**config.mk**
```make
export PLATFORM = sky130hd
export DESIGN_NAME = slv_arbiter
export DESIGN_NICKNAME = d
export VERILOG_FILES = /design/src/rtl/slv_arb_pkg.sv /design/src/rtl/arb_prio_pick.sv /design/src/rtl/arb_rr_pick.sv /design/src/rtl/arb_slot_timer.sv /design/src/rtl/slv_arbiter.sv
export SDC_FILE = /design/constraint.sdc
export NUM_CORES = 1
export LEC_CHECK = 0
export BUFFER_PORTS_ARGS = -buffer_cell sky130_fd_sc_hd__buf_2
export CAP_MARGIN = 20
export CORE_ASPECT_RATIO = 0.5
export CORE_MARGIN = 2
export CORE_UTILIZATION = 58
export DETAILED_ROUTE_END_ITERATION = 8
export GPL_ROUTABILITY_DRIVEN = 0
export PLACE_DENSITY = 0.77
export REMOVE_ABC_BUFFERS = 1
export SLEW_MARGIN = 20
export SYNTH_ARGS = -nofsm -noshare
export SYNTH_HDL_FRONTEND = slang
export SYNTH_HIERARCHICAL = 1
export SYNTH_SLANG_ARGS = --single-unit
```
**constraint.sdc**
```tcl
create_clock -name clk -period 17.95 [get_ports clk]
set_input_delay 3.59 -clock clk [delete_from_list [all_inputs] [get_ports clk]]
set_output_delay 3.59 -clock clk [all_outputs]
set_load 0.01 [all_outputs]
```
**src/rtl/slv_arb_pkg.sv**
```systemverilog
package slv_arb_pkg;
  typedef enum logic [1:0] {
    PARK_NONE  = 2'd0,
    PARK_LAST  = 2'd1,
    PARK_FIXED = 2'd2,
    PARK_SPARE = 2'd3
  } park_mode_e;
endpackage

```
**src/rtl/arb_prio_pick.sv**
```systemverilog
module arb_prio_pick #(
  parameter int NM = 5,
  parameter int PW = 2
) (
  input  logic [NM-1:0]    req,
  input  logic [NM*PW-1:0] prio,
  output logic [NM-1:0]    pick
);
  logic          found;
  logic [PW-1:0] best;

  always_comb begin
    pick  = '0;
    found = 1'b0;
    best  = '0;
    // scan downward; ">=" lets a lower index take over on a tie
    for (int i = NM - 1; i >= 0; i--) begin
      if (req[i] && (!found || prio[i*PW +: PW] >= best)) begin
        found   = 1'b1;
        best    = prio[i*PW +: PW];
        pick    = '0;
        pick[i] = 1'b1;
      end
    end
  end

  always_comb begin
    assert_prio_pick_in_req_R6: assert ((pick & ~req) == '0);
  end
endmodule

```
**src/rtl/arb_rr_pick.sv**
```systemverilog
module arb_rr_pick #(
  parameter int NM = 5,
  localparam int IW = (NM > 1) ? $clog2(NM) : 1
) (
  input  logic [NM-1:0] req,
  input  logic [IW-1:0] last_idx,
  output logic [NM-1:0] pick
);
  logic          found;
  logic [IW-1:0] cand;

  always_comb begin
    pick  = '0;
    found = 1'b0;
    cand  = '0;
    for (int k = 1; k <= NM; k++) begin
      cand = IW'((int'(last_idx) + k) % NM);
      if (!found && req[cand]) begin
        found      = 1'b1;
        pick[cand] = 1'b1;
      end
    end
  end

  always_comb begin
    assert_rr_pick_in_req_R7: assert ((pick & ~req) == '0);
  end
endmodule

```
**src/rtl/arb_slot_timer.sv**
```systemverilog
module arb_slot_timer #(
  parameter int SW = 8
) (
  input  logic          clk,
  input  logic          rst_n,
  input  logic          clr,
  input  logic          inc,
  input  logic [SW-1:0] slot,
  output logic          expired
);
  logic [SW-1:0] cnt_q, cnt_d;
  logic          cnt_en;

  // cnt_q counts cycles already held; the current cycle is number cnt_q+1
  assign expired = (slot != '0) && (cnt_q >= slot - SW'(1));

  always_comb begin
    cnt_en = clr || (inc && (cnt_q != '1));
    cnt_d  = clr ? '0 : cnt_q + SW'(1);
  end

  always_ff @(posedge clk or negedge rst_n) begin
    if (!rst_n)      cnt_q <= '0;
    else if (cnt_en) cnt_q <= cnt_d;
  end

  assert_slot_clear_R9: assert property (@(posedge clk) disable iff (!rst_n)
    clr |=> (cnt_q == '0));
endmodule

```
**src/rtl/slv_arbiter.sv**
```systemverilog
module slv_arbiter
  import slv_arb_pkg::*;
#(
  parameter int NM = 5,
  parameter int PW = 2,
  parameter int SW = 8,
  localparam int IW = (NM > 1) ? $clog2(NM) : 1
) (
  input  logic             clk,
  input  logic             rst_n,
  input  logic [NM-1:0]    req,
  input  logic             beat,
  input  logic             beat_last,
  input  logic             cfg_fixed_prio,
  input  logic [NM*PW-1:0] cfg_prio,
  input  logic [SW-1:0]    cfg_slot,
  input  logic [1:0]       cfg_park_mode,
  input  logic [IW-1:0]    cfg_park_id,
  output logic [NM-1:0]    gnt,
  output logic             active
);
  logic [NM-1:0] gnt_q, gnt_d;
  logic [IW-1:0] last_q, last_d;
  logic [NM-1:0] rr_pick, pr_pick, win, park_vec;
  logic [IW-1:0] win_idx;
  logic          owner_req, slot_exp, burst_end, rearb, any_req, last_en;
  park_mode_e    park_mode;

  assign park_mode = park_mode_e'(cfg_park_mode);
  assign owner_req = |(gnt_q & req);
  assign any_req   = |req;
  assign burst_end = beat && (beat_last || slot_exp);
  assign rearb     = !owner_req || burst_end;

  arb_rr_pick #(.NM(NM)) u_rr (
    .req(req), .last_idx(last_q), .pick(rr_pick)
  );

  arb_prio_pick #(.NM(NM), .PW(PW)) u_prio (
    .req(req), .prio(cfg_prio), .pick(pr_pick)
  );

  arb_slot_timer #(.SW(SW)) u_slot (
    .clk(clk), .rst_n(rst_n), .clr(rearb), .inc(owner_req),
    .slot(cfg_slot), .expired(slot_exp)
  );

  assign win = cfg_fixed_prio ? pr_pick : rr_pick;

  always_comb begin
    win_idx = '0;
    for (int i = 0; i < NM; i++) begin
      if (win[i]) win_idx = IW'(i);
    end
  end

  always_comb begin
    park_vec = '0;
    case (park_mode)
      PARK_LAST:  park_vec = gnt_q;
      PARK_FIXED: if (int'(cfg_park_id) < NM) park_vec[cfg_park_id] = 1'b1;
      default:    park_vec = '0;
    endcase
  end

  always_comb begin
    gnt_d   = gnt_q;
    last_en = 1'b0;
    last_d  = win_idx;
    if (rearb) begin
      if (any_req) begin
        gnt_d   = win;
        last_en = 1'b1;
      end else begin
        gnt_d   = park_vec;
      end
    end
  end

  always_ff @(posedge clk or negedge rst_n) begin
    if (!rst_n) gnt_q <= '0;
    else        gnt_q <= gnt_d;
  end

  always_ff @(posedge clk or negedge rst_n) begin
    if (!rst_n)       last_q <= IW'(NM - 1);
    else if (last_en) last_q <= last_d;
  end

  assign gnt    = gnt_q;
  assign active = owner_req;

  assert_gnt_onehot_R2: assert property (@(posedge clk) disable iff (!rst_n)
    $onehot0(gnt_q));

  assert_active_needs_gnt_R2: assert property (@(posedge clk) disable iff (!rst_n)
    active |-> ((gnt_q & req) != '0));

  assert_burst_hold_R8: assert property (@(posedge clk) disable iff (!rst_n)
    (owner_req && !beat) |=> $stable(gnt_q));

  assert_park_none_R3: assert property (@(posedge clk) disable iff (!rst_n)
    ((cfg_park_mode == 2'd0) && (req == '0)) |=> (gnt_q == '0));

  assert_park_last_R4: assert property (@(posedge clk) disable iff (!rst_n)
    ((cfg_park_mode == 2'd1) && (req == '0)) |=> $stable(gnt_q));

  assert_park_fixed_R5: assert property (@(posedge clk) disable iff (!rst_n)
    ((cfg_park_mode == 2'd2) && (req == '0) && (int'(cfg_park_id) < NM))
      |=> (gnt_q == (NM'(1) << $past(cfg_park_id))));
endmodule

```
==> results_dict.tcl <==
set metrics [dict create \
    status "complete, no violations" \
    die_y_um 61.3 \
    syn-cell-area_um2 3800 \
    core_area_um2 6210 \
    drive_gt1_frac 0.170 \
    setup_slack_ns 8.96 \
    n_fill_cell 604 \
    hold_depth 1 \
    synth_enable_flop_cells 0 \
    drc 0 \
    portBuffers 38 \
    ys_async_sr_fraction 1.00 \
    reg2reg_to "gnt[4]$_DFFE_PN0P_" \
    route.met3.wl_um 528 \
    synth_common_cells "ha_1 (45), nor2_1 (40), inv_1 (36)" \
    hold_end "gnt[2]$_DFFE_PN0P_" \
    htree_levels 1 \
    ys_top_cells_by_area "ha_1 (15%), dfrtp_1 (9.9%), mux2i_1 (4.5%), nor2_1 (3.9%), inv_1 (3.6%)" \
    drt_wl_total_mm 9.47 \
    die_area_um2 7260 \
    grt_max_degree 47 \
    ys_seq_area_frac 0.106 \
    antenna_found_initial 0 \
    yosys_warnings 6 \
    yosys.area.top_type "ha_1" \
    met1_length_mm 4.55 \
    finalMaxSlewViolations 0 \
    synth_cell_types 87 \
    seqPwrFrac 0.076 \
    syn_avg_cell_area_um2 7.92 \
    finalSetupViolCount 0 \
    start_util 0.613 \
    cpMostUsedCell "ha_1" \
    drtIter0Drc 234 \
    clk-insertion-delay-late_ns 0.24 \
    diodes 0 \
    fin_nets 585 \
    netlist.area_leader.share 0.148 \
    grt_pass1_wl_mm 15.6 \
    reg2reg_depth 19 \
    postCtsSetupRepairBufs 0 \
    dp_slack_ns 8.77 \
    cp-start-kind "input pin" \
    leakage_nw 1.83 \
    post-synth-top-count-cell "ha_1" \
    fp-row-count 20 \
    p_comb_frac 0.858 \
    crit_path_top_delay_cell "mux2i_1" \
    clkTransAtPathRegs_ns 0.05 \
    cts_tree "built" \
    rr_startpoint "last_q[1]$_DFFE_PN0P_" \
    numCtsBuffers 3 \
    antenna_left 0 \
    cp_data_required_time_ns 18.08 \
    via_count 3737 \
    drt-vias-per-instance 6.30 \
    p_clk_frac 0.066 \
    dr.pass1.iters 7 \
    grt_pass1_vias 3359 \
    holdBufCountCts 0 \
    peakVddDrop_mv 0.0865 \
    cp_slowest_stage_delay_ns 0.37 \
    clock_path_buffers 2 \
    min-delay-start "gnt[2]$_DFFE_PN0P_" \
    power.switching_w 0.000392 \
    area_growth_pct 7.76 \
    grt-ovfl-total 0 \
    cts-root-buf "clkbuf_16" \
    tightest_slew_ns 0.737 \
    synth_cells 480 \
    cts.sinks 16 \
    period_needed_ns 8.99 \
    crit_arrival_ns 9.12 \
    path_class "input pin to flop" \
    max_freq_ghz 0.111 \
    dr_wl_met2_mm 4.33 \
    post-route-period-util 0.501 \
    power.density_nw_per_um2 174 \
    holdCritPathClass "flop to flop" \
    ys_ff_latch 16 \
    switching_share 0.548 \
    track_usage 0.261 \
    rrSetupSlack_ns 12.44 \
    end_kind "flop" \
    maxCapViolCount 0 \
    power.internal_w 0.000323 \
    rsz0062_at_grt "false" \
    setup_tns_ns 0 \
    hold_viol_final 0 \
    synth-main-ff-cell "dfrtp_1" \
    io_pins 39 \
    cts_resized 0 \
    wl_per_cell_um 16.0 \
    die-width_um 119 \
    slew_headroom 0.506 \
    crit_fanout 15 \
    hpwl_mm 7.37 \
    highest_layer "met4" \
    p_total_w 0.000715 \
    skew_ns 0.00188 \
]
## flip-flops by register name, summed over array words and instances, names as in the netlist
signal and cells:
gnt 5, last_q 3, u_slot/cnt_q 8
## per-stage QoR
stage	hold WS, ns	util	instance area [µm²]	instances
after floorplan	0.537	-	3700	462
after global placement	0.527	0.646	4010	589
after detailed placement	0.527	0.646	4010	589
after CTS	0.541	0.660	4100	593
after global routing	0.569	0.660	4100	593
final	0.540	0.660	4100	593
## power groups by stage
stage	logic (W)	registers [W]	clock network, W
floorplan	0.000474	0.0000624	0
detailed placement	0.000602	0.0000552	0
CTS	0.000606	0.0000547	0.0000478
global route	0.000682	0.0000556	0.0000498
global placement	0.000594	0.0000550	0
finish	0.000614	0.0000543	0.0000472
## cell type report
type	count	area, µm²	area share
Clock buffer	4	88.8	0.0217
Tap cell	88	110	0.0269
Inverter	37	139	0.0339
Timing Repair Buffer	39	198	0.0482
Sequential cell	16	402	0.0980
Multi-Input combinational cell	409	3160	0.771
## routing by layer
metal  vias up  GRT usage
met5         -          0
met4         0     0.0612
met2       128      0.470
met3        10     0.0213
met1      1744      0.353
li1       1855          -
## cell usage in the layout, fill, tap and decap left out, types with 9 or more instances in the layout
master     n
ha_1      45
o21ai_0   12
nor3_1    13
nand4_1   14
dfrtp_1   15
nor2_1    40
nand2_1   32
xnor2_1    9
o211ai_1   9
buf_2     38
nand3_1   14
a31oi_1    9
nand2b_1  11
inv_1     36
mux2i_1   17
a211oi_1   9
a21oi_1   23
and2_1     9
## kinds of logic after synthesis
family                   synth area share
multiplexers                       0.0931
flip-flops                          0.106
AO/OA/AOI/OAI                       0.264
AND/OR/NAND/NOR                     0.278
adder cells (fa/ha/maj)             0.153
buffers and inverters              0.0632
XOR/XNOR                           0.0431
## worst max path at each step
stage                                    end         from  depth (start not counted)
after floorplan           gnt[4]$_DFFE_PN0P_  cfg_prio[8]                         24
after detailed placement  gnt[4]$_DFFE_PN0P_       req[4]                         25
final                     gnt[4]$_DFFE_PN0P_       req[4]                         25
after CTS                 gnt[4]$_DFFE_PN0P_       req[4]                         25
after global placement    gnt[4]$_DFFE_PN0P_       req[4]                         25
after global routing      gnt[4]$_DFFE_PN0P_       req[4]                         25
## worst max-delay path, delay by kind of cell
family          cells  cell delay [ns]
compound gates      7             1.65
mux                 5             1.56
simple gates        7             0.99
fa+ha+maj           4             0.95
buf+inv             2             0.37
No activity file was read; power rests on OpenSTA's default activity.
